--- src/rtl/rsq_pkg.sv ---
package rsq_pkg;

    localparam int unsigned US_W = 13;   // holds 4500 µs and the transmit limit

    typedef enum logic [2:0] {
        OP_PWRUP = 3'd0,
        OP_SEND1 = 3'd1,
        OP_RX    = 3'd2,
        OP_TXC   = 3'd3,
        OP_STOP  = 3'd4
    } op_e;

    typedef enum logic [2:0] {
        ST_PD, ST_SETTLE, ST_STBY, ST_PULSE, ST_TAIL, ST_RX, ST_TXC
    } st_e;

    typedef enum logic [1:0] {
        GO_NONE, GO_SEND1, GO_RX, GO_TXC
    } goal_e;

    localparam logic [US_W-1:0] HOLD_US    = US_W'(10);
    localparam logic [US_W-1:0] CSN_GAP_US = US_W'(4);
    localparam logic [US_W-1:0] ACTIVE_US  = US_W'(130);

    function automatic logic [US_W-1:0] settle_us(input logic [1:0] sel);
        case (sel)
            2'd1:    return US_W'(150);
            2'd2:    return US_W'(3000);
            2'd3:    return US_W'(4500);
            default: return US_W'(1500);
        endcase
    endfunction

    function automatic goal_e op_goal(input logic [2:0] op);
        case (op)
            OP_SEND1: return GO_SEND1;
            OP_RX:    return GO_RX;
            OP_TXC:   return GO_TXC;
            default:  return GO_NONE;
        endcase
    endfunction

    function automatic st_e goal_state(input goal_e g);
        case (g)
            GO_SEND1: return ST_PULSE;
            GO_RX:    return ST_RX;
            GO_TXC:   return ST_TXC;
            default:  return ST_STBY;
        endcase
    endfunction

endpackage

--- src/rtl/rsq_us_timer.sv ---
module rsq_us_timer #(
    parameter int unsigned CLK_PER_US = 16,
    parameter int unsigned W          = 13
) (
    input  logic         clk,
    input  logic         rst,
    input  logic         clr,
    output logic [W-1:0] us
);
    localparam int unsigned PW = $clog2(CLK_PER_US + 1);
    localparam logic [PW-1:0] PRE_TOP = PW'(CLK_PER_US - 1);

    logic [PW-1:0] pre;

    always_ff @(posedge clk) begin
        if (rst || clr) begin
            pre <= '0;
            us  <= '0;
        end else if (pre == PRE_TOP) begin
            pre <= '0;
            if (us != {W{1'b1}}) us <= us + 1'b1;
        end else begin
            pre <= pre + 1'b1;
        end
    end
endmodule

--- src/rtl/rsq_cmd_gate.sv ---
module rsq_cmd_gate
    import rsq_pkg::*;
(
    input  st_e        st,
    input  logic       cfg_ok,
    input  logic [2:0] op,
    output logic       accept
);
    always_comb begin
        accept = 1'b0;
        case (st)
            ST_PD, ST_STBY: begin
                case (op)
                    OP_PWRUP, OP_STOP:      accept = 1'b1;
                    OP_SEND1, OP_RX, OP_TXC: accept = cfg_ok;
                    default:                accept = 1'b0;
                endcase
            end
            ST_RX, ST_TXC: accept = (op == OP_STOP);
            default:       accept = 1'b0;
        endcase
    end
endmodule

--- src/rtl/rsq_mode_seq.sv ---
module rsq_mode_seq
    import rsq_pkg::*;
#(
    parameter int unsigned CLK_PER_US = 16,
    parameter int unsigned TX_MAX_US  = 3900
) (
    input  logic       clk,
    input  logic       rst,
    input  logic       supply_lost,
    input  logic       cfg_done,
    input  logic [1:0] settle_sel,
    input  logic       cmd_valid,
    input  logic [2:0] cmd_op,
    input  logic       spi_req,
    output logic       spi_gnt,
    output logic       radio_ce,
    output logic       busy,
    output logic       ready,
    output logic       cmd_err
);
    localparam logic [US_W-1:0] TXC_LIM = US_W'(TX_MAX_US);

    st_e             st, st_n;
    goal_e           goal, goal_n;
    logic            cfg_ok;
    logic            accept, take, clr;
    logic            hard_rst;
    logic [US_W-1:0] us;

    assign hard_rst = rst | supply_lost;

    rsq_us_timer #(.CLK_PER_US(CLK_PER_US), .W(US_W)) u_timer (
        .clk (clk),
        .rst (hard_rst),
        .clr (clr),
        .us  (us)
    );

    rsq_cmd_gate u_gate (
        .st     (st),
        .cfg_ok (cfg_ok),
        .op     (cmd_op),
        .accept (accept)
    );

    assign take = cmd_valid & accept;

    always_comb begin
        st_n   = st;
        goal_n = goal;
        clr    = 1'b0;
        case (st)
            ST_PD, ST_STBY: begin
                if (take && cmd_op != OP_STOP) begin
                    if (st == ST_PD) begin
                        st_n   = ST_SETTLE;
                        goal_n = op_goal(cmd_op);
                        clr    = 1'b1;
                    end else if (cmd_op != OP_PWRUP) begin
                        st_n = goal_state(op_goal(cmd_op));
                        clr  = 1'b1;
                    end
                end
            end
            ST_SETTLE: begin
                if (us >= settle_us(settle_sel)) begin
                    st_n   = goal_state(goal);
                    goal_n = GO_NONE;
                    clr    = 1'b1;
                end
            end
            ST_PULSE: if (us >= HOLD_US)   st_n = ST_TAIL;
            ST_TAIL:  if (us >= ACTIVE_US) st_n = ST_STBY;
            ST_RX:    if (take)            st_n = ST_STBY;
            ST_TXC: begin
                if (take || us >= TXC_LIM) st_n = ST_STBY;
            end
            default: st_n = ST_PD;
        endcase
    end

    always_ff @(posedge clk) begin
        if (hard_rst) begin
            st      <= ST_PD;
            goal    <= GO_NONE;
            cfg_ok  <= 1'b0;
            cmd_err <= 1'b0;
        end else begin
            st      <= st_n;
            goal    <= goal_n;
            cfg_ok  <= cfg_ok | cfg_done;
            cmd_err <= cmd_valid & ~accept;
        end
    end

    logic ce_state, csn_hold;
    assign ce_state = (st == ST_PULSE) || (st == ST_RX) || (st == ST_TXC);
    assign csn_hold = ce_state && (us < CSN_GAP_US);

    assign radio_ce = ce_state;
    assign busy     = (st == ST_SETTLE) || (st == ST_PULSE) || (st == ST_TAIL);
    assign ready    = ((st == ST_RX) || (st == ST_TXC)) && (us >= ACTIVE_US);
    assign spi_gnt  = spi_req & ~csn_hold;

endmodule

--- config.mk ---
export PLATFORM = sky130hd
export DESIGN_NAME = rsq_mode_seq
export DESIGN_NICKNAME = d
export VERILOG_FILES = /design/src/rtl/rsq_pkg.sv /design/src/rtl/rsq_us_timer.sv /design/src/rtl/rsq_cmd_gate.sv /design/src/rtl/rsq_mode_seq.sv
export SDC_FILE = /design/constraint.sdc
export NUM_CORES = 1
export LEC_CHECK = 0
export BUFFER_PORTS_ARGS = -buffer_cell sky130_fd_sc_hd__buf_2
export CORE_AREA = 2 2 66 68
export CTS_BUF_LIST = sky130_fd_sc_hd__clkbuf_4 sky130_fd_sc_hd__clkbuf_8 sky130_fd_sc_hd__clkbuf_16
export CTS_CLUSTER_DIAMETER = 100
export DETAILED_ROUTE_END_ITERATION = 12
export DIE_AREA = 0 0 68 70
export HOLD_SLACK_MARGIN = 0.02
export MAX_ROUTING_LAYER = met4
export SYNTH_ARGS = -nofsm -noshare
export SYNTH_HDL_FRONTEND = slang
export SYNTH_SLANG_ARGS = --single-unit
--- constraint.sdc ---
create_clock -name clk -period 2.71 [get_ports clk]
set_clock_uncertainty 0.15 [all_clocks]
set_input_delay 0.271 -clock clk [delete_from_list [all_inputs] [get_ports clk]]
set_output_delay 0.271 -clock clk [all_outputs]
set_load 0.005 [all_outputs]
# After elaboration in Yosys (flattened, before gate mapping)

Index checks and enable logic that the tools add are counted.

Register bits after elaboration: 25
Output and inout port bits: 5
Bits of input ports: 11
Logic and storage cells: 101

Bitwise gates (word level): 7
Reductions and logical operators: 22
Equal/unequal tests: 30
Add/subtract/negate cells: 2
$lt $le $gt $ge: 5
Multiplexer cells: 29

Operators by type and width:

| cell                                                                 | count |
|---|---|
| one-hot mux 13 bit (3 select lines)                                  | 1 |
| two-way mux 3 bit                                                    | 8 |
| one-hot mux 3 bit (3 select lines)                                   | 2 |
| one-hot mux 3 bit (6 select lines)                                   | 1 |
| two-way mux 2 bit                                                    | 7 |
| != test 2 bit (second input constant)                                | 7 |
| adder 13 x 1 -> 13 bit (second input constant)                       | 1 |
| greater-or-equal comparator 13 x 12 -> 1 bit (second input constant) | 1 |
| greater-or-equal comparator 13 bit                                   | 1 |
| greater-or-equal comparator 13 x 4 -> 1 bit (second input constant)  | 1 |
| greater-or-equal comparator 13 x 8 -> 1 bit (second input constant)  | 1 |
| < comparator 13 x 3 -> 1 bit (second input constant)                 | 1 |
| two-way mux 13 bit                                                   | 1 |
| != test 13 bit (second input constant)                               | 1 |
| == test 2 bit (second input constant)                                | 6 |
| == test 3 x 2 -> 1 bit (second input constant)                       | 4 |
| == test 3 bit (second input constant)                                | 4 |
| OR reduction 2 bit                                                   | 4 |
| logical OR 1 bit                                                     | 7 |
| AND reduction 7 bit                                                  | 1 |
| == test 2 x 1 -> 1 bit (second input constant)                       | 3 |
| == test 3 x 1 -> 1 bit (second input constant)                       | 2 |
| zero test 3 bit                                                      | 2 |
| != test 3 bit (second input constant)                                | 2 |
| other kinds (15)                                                     | 26 |

# Depth between registers and ports, before layout

Depth after elaboration: 14
Depth in mapped cells: 11
Depth with buffers taken out: 9

# Cells and area by module

Synthesis repeated with hierarchy kept, for this count alone.

Cells, all modules: 229
Area total of the unflattened synthesis: 1,858.0 sq um

Modules (own cells, without submodules):

| module       | seq. area each (sq um) | instances | area each (sq um) | cells an instance |
|---|---|---|---|---|
| rsq_mode_seq | 140.1                  | 1         | 969.7             | 125 |
| rsq_us_timer | 360.3                  | 1         | 837.1             | 97 |
| rsq_cmd_gate | 0.0                    | 1         | 51.3              | 7 |

# Worst setup path before layout

No wires, ideal clock.

Path kind: input -> register
Start: in settle_sel[1]
End: reg u_timer.us[12]
Stages: 10
Path buffers: 2
Library setup time: 64 ps
Slack: 404 ps
Data arrival time: 2,092 ps
Path through: or2_2 > ha_1 > nand4_1 > nor3_1 > a2111oi_2 > nand2_1 > a21o_1 > buf_2 > buf_2 > nor2_1

Longest elaborated chain between the ends: 7
Elaborated cells between the ends (all ways): 9
Classes of those cells: 1 x order compare; 3 x eq/ne; 4 x mux; 1 x reduce/logical

RTL lines:

| item                                                    | line               | text |
|---|---|---|
| start, declared                                         | rsq_mode_seq.sv:11 | `input logic [1:0] settle_sel,` |
| == test 2 bit or == test 2 x 1 -> 1 bit (tied branches) | rsq_pkg.sv:26      | `case (sel)` |
| one-hot mux 13 bit (3 select lines) *                   | rsq_pkg.sv:26      |  |
| two-way mux 13 bit *                                    | rsq_mode_seq.sv:52 | `case (st)` |
| greater-or-equal comparator 13 bit *                    | rsq_mode_seq.sv:66 | `if (us >= settle_us(settle_sel)) begin` |
| two-way mux 1 bit *                                     | rsq_mode_seq.sv:66 |  |
| one-hot mux 1 bit (2 select lines) *                    | rsq_mode_seq.sv:52 |  |
| logical OR 1 bit *                                      | rsq_us_timer.sv:16 | `if (rst \|\| clr) begin` |
| end signal, assigned                                    | rsq_us_timer.sv:21 | `if (us != {W{1'b1}}) us <= us + 1'b1;` |
| end, declared                                           | rsq_us_timer.sv:8  | `output logic [W-1:0] us` |

Mark *: on every way between the ends. The rest lies on a longest branch, timed or not. The select of a mux whose other input is x is not followed.
A chain may end at the register's enable or synchronous reset.

# Worst setup path after layout

Start: reg u_timer.pre[0]
End: reg u_timer.us[11]

Longest elaborated chain between the ends: 2

RTL lines:

| item                                 | line               | text |
|---|---|---|
| start, declared                      | rsq_us_timer.sv:13 | `logic [PW-1:0] pre;` |
| start signal, assigned               | rsq_us_timer.sv:23 | `pre <= pre + 1'b1;` |
| == test 5 x 4 -> 1 bit               | rsq_us_timer.sv:19 | `end else if (pre == PRE_TOP) begin` |
| AND reduction 2 bit (no source line) | n/a                |  |

No other way between the ends.

==> flow_summary.toml <==
[cts]
clk_latency_ns = 0.26
clockBufferDepth = 2
cts_inserted_buffers = 3
cts_root_buf = "clkbuf_8"
cts_tree = "built"
cts_hold_buf = 0
postCtsSetupRepairBufs = 0
clock-sinks = 25
clk_pin_slew_worst_paths_ns = 0.09
h-tree-depth = 1
cts_resized = 0

[drt]
routedWlPerCell_um = 12.88
dr.pass1.iters = 4
vias = 1530
drc_errors = 0
drt_iter0_drc = 74
totalWireLength_um = 3672
viasPerCell = 5.368
drt.antenna.violating_nets = 0

[finish]
area_growth_pct = 11.23
final-seq-area_um2 = 500.5
fin_cells = 285
multi_input_area_um2 = 1135
layout.nets = 261
n_antenna_cell = 0
fill_cells = 432
final_cell_area_um2 = 1933
drive_above_1_share = 0.1459
final_core_util = 0.4665

[sta]
setup_tns_ns = 0
rsz0062_at_grt = "false"
fin_crit_ns = 2.370
setup_viol = 0
drv_slew = 0
worstMarginPinSlew_ns = 0.4442
slew_headroom = 0.7016
finalHoldViolCount = 0
min_period_over_period = 0.8745
fmax_ghz = 0.4220

[place]
dpl.cell_count = 281
place_area_um2 = 1884
globalplace.congestion = 0.9122
hpwl_um = 2852
portBuffers = 15

[setup_path]
critPathMaxFanout = 8
crit_arrival_ns = 2.42
r2r_start = "u_timer.pre[0]"
crit_path_start_kind = "flip-flop"
endpoint_kind = "flip-flop"
r2r.worst_path.cells = 8
crit_required_ns = 2.76
path_class = "flip-flop to flip-flop"
reg2reg_setup_slack_ns = 0.34
r2r-end = "u_timer.us[11]"

[global_route]
grt_max_degree = 18
grt_pass1_vias = 1400
grtUsageTotal = 0.1700
globalRoute.totalOverflow = 0
antenna_found_initial = 0
grt_pass1_wl_um = 6196

[min_path]
min_to = "cfg_ok"
hold_start = "cfg_done"
holdCritPathClass = "primary input to flip-flop"
holdPathStages = 2

[synth]
async_flop_share = 0
syn_area_um2 = 1738
synth_edf_count = 0
yosys_warnings = 0
synth_fp_nets = 243
synth_area_per_cell_um2 = 8.046
yosys_register_bits = 25
synth_cell_types = 49
synth_ff_type = "dfxtp_1"
netlist_instances = 216
seq_area_frac_synth = 0.2880

[power_and_ir_drop]
powerDensity_nw_per_um2 = 346.0
ir_worst_vdd_mv = 0.2106
p_leak_uw = 0.0007879

[floorplanning]
die_width_um = 68
num_rows = 24
die_y_um = 70
pin_count = 16
fp.dieArea_um2 = 4760
core_um2 = 4144
initial_utilization = 0.4194

[outcome]
status = "complete, no violations"

[flow_run]
maxCapViolCount = 0
==> metrics by stage <==
stage	power, uW	setup WS [ns]	hold slack, ns
floorplan	422.4	0.4035	0.2312
global placement	446.9	0.2891	0.2922
detailed placement	447.9	0.2236	0.2978
CTS	679.3	0.3267	0.04957
global route	703.5	0.1750	0.04128
finish	668.8	0.3402	0.04895
==> critical path, cell delays in order, from the launching register on <==
cell and delay [ns]:
dfxtp_1 0.36, ha_1 0.19, and3_1 0.17, ha_1 0.35
inv_1 0.12, a31oi_4 0.25, nand4_1 0.22, or3_1 0.35
a21oi_1 0.15
==> Yosys cell counts, types with 2 or more instances <==
cell | number | share of area
a21boi_1 | 2 | 0.0086
a21o_1 | 2 | 0.0086
a21oi_1 | 10 | 0.029
a31oi_1 | 3 | 0.011
a41oi_1 | 3 | 0.015
and2_1 | 2 | 0.0072
and3_1 | 3 | 0.011
and4_1 | 3 | 0.015
buf_1 | 2 | 0.0043
buf_2 | 4 | 0.012
buf_6 | 2 | 0.013
clkbuf_1 | 3 | 0.0065
dfxtp_1 | 25 | 0.29
ha_1 | 16 | 0.12
inv_1 | 11 | 0.024
nand2_1 | 24 | 0.052
nand2b_1 | 3 | 0.011
nand3_1 | 6 | 0.017
nand4_1 | 4 | 0.014
nor2_1 | 19 | 0.041
nor2b_1 | 5 | 0.018
nor3_1 | 14 | 0.040
nor3b_1 | 3 | 0.013
o211ai_1 | 3 | 0.013
o21a_1 | 2 | 0.0086
o21ai_0 | 6 | 0.017
o22ai_1 | 2 | 0.0072
xnor2_1 | 6 | 0.030
xor2_1 | 8 | 0.040
==> cells by family after synthesis <==
family / Yosys count / share of synthesized area
simple gates: 94 / 0.2794
compound gates: 44 / 0.1821
flops: 25 / 0.2880
buf+inv: 22 / 0.05904
fa+ha+maj: 16 / 0.1152
xor+xnor: 14 / 0.07056
mux: 1 / 0.005760
==> metal layers <==
| layer | vias up | routed length, um | GRT usage |
|---|---|---|---|
| li1 | 804 | - | - |
| met1 | 696 | 1824 | 0.2349 |
| met2 | 26 | 1668 | 0.2535 |
| met3 | 4 | 129 | 0.02576 |
| met4 | 0 | 50 | 0.05333 |
| met5 | - | 0 | - |
==> worst max-delay path by stage <==
stage	startpoint	to	slack, ns	cells past startpoint
CTS	u_timer.pre[0]	u_timer.us[11]	0.33	8
detailed placement	settle_sel[1]	u_timer.pre[1]	0.22	10
global placement	settle_sel[1]	u_timer.pre[1]	0.29	10
floorplan	settle_sel[1]	u_timer.us[12]	0.40	10
global route	u_timer.pre[0]	u_timer.us[11]	0.17	8
finish	u_timer.pre[0]	u_timer.us[11]	0.34	8
==> layout by cell type, fill, tap and decap left out, types with 3 or more instances in the layout <==
cell      synthesis  final
xor2_1            8      8
o211ai_1          3      3
buf_2             4     15
and4_1            3      3
nand2_1          24     24
nor3b_1           3      3
clkbuf_8          0      3
nor2b_1           5      5
a21oi_1          10     10
xnor2_1           6      6
a31oi_1           3      3
nor3_1           14     14
nor2_1           19     19
and3_1            3      3
nand2b_1          3      3
a41oi_1           3      3
o21ai_0           6      6
ha_1             16     16
nand3_1           6      6
inv_1            11     11
dfxtp_1          25     25
buf_4             0      9
nand4_1           4      4
==> sequential cells by signal, indices dropped and copies added, names as in the netlist <==
register / count
cfg_ok: 1
cmd_err: 1
u_timer.us: 13
goal: 2
u_timer.pre: 5
st: 3
==> report_power, final <==
part	leakage (uW)	total, uW	internal, uW	switching (uW)
clock network	0.0000262	230	115	115
logic	0.000560	65.6	28.9	36.7
registers	0.000202	373	371	2.75
==> cell type report <==
cell class | count | area share
clock buffer | 4 | 0.02524
inverter | 11 | 0.02136
multi-input combinational | 169 | 0.5871
sequential | 25 | 0.2589
tap | 52 | 0.03366
timing repair buffer | 24 | 0.07379
Note: power is estimated with default switching activity, not from simulation.
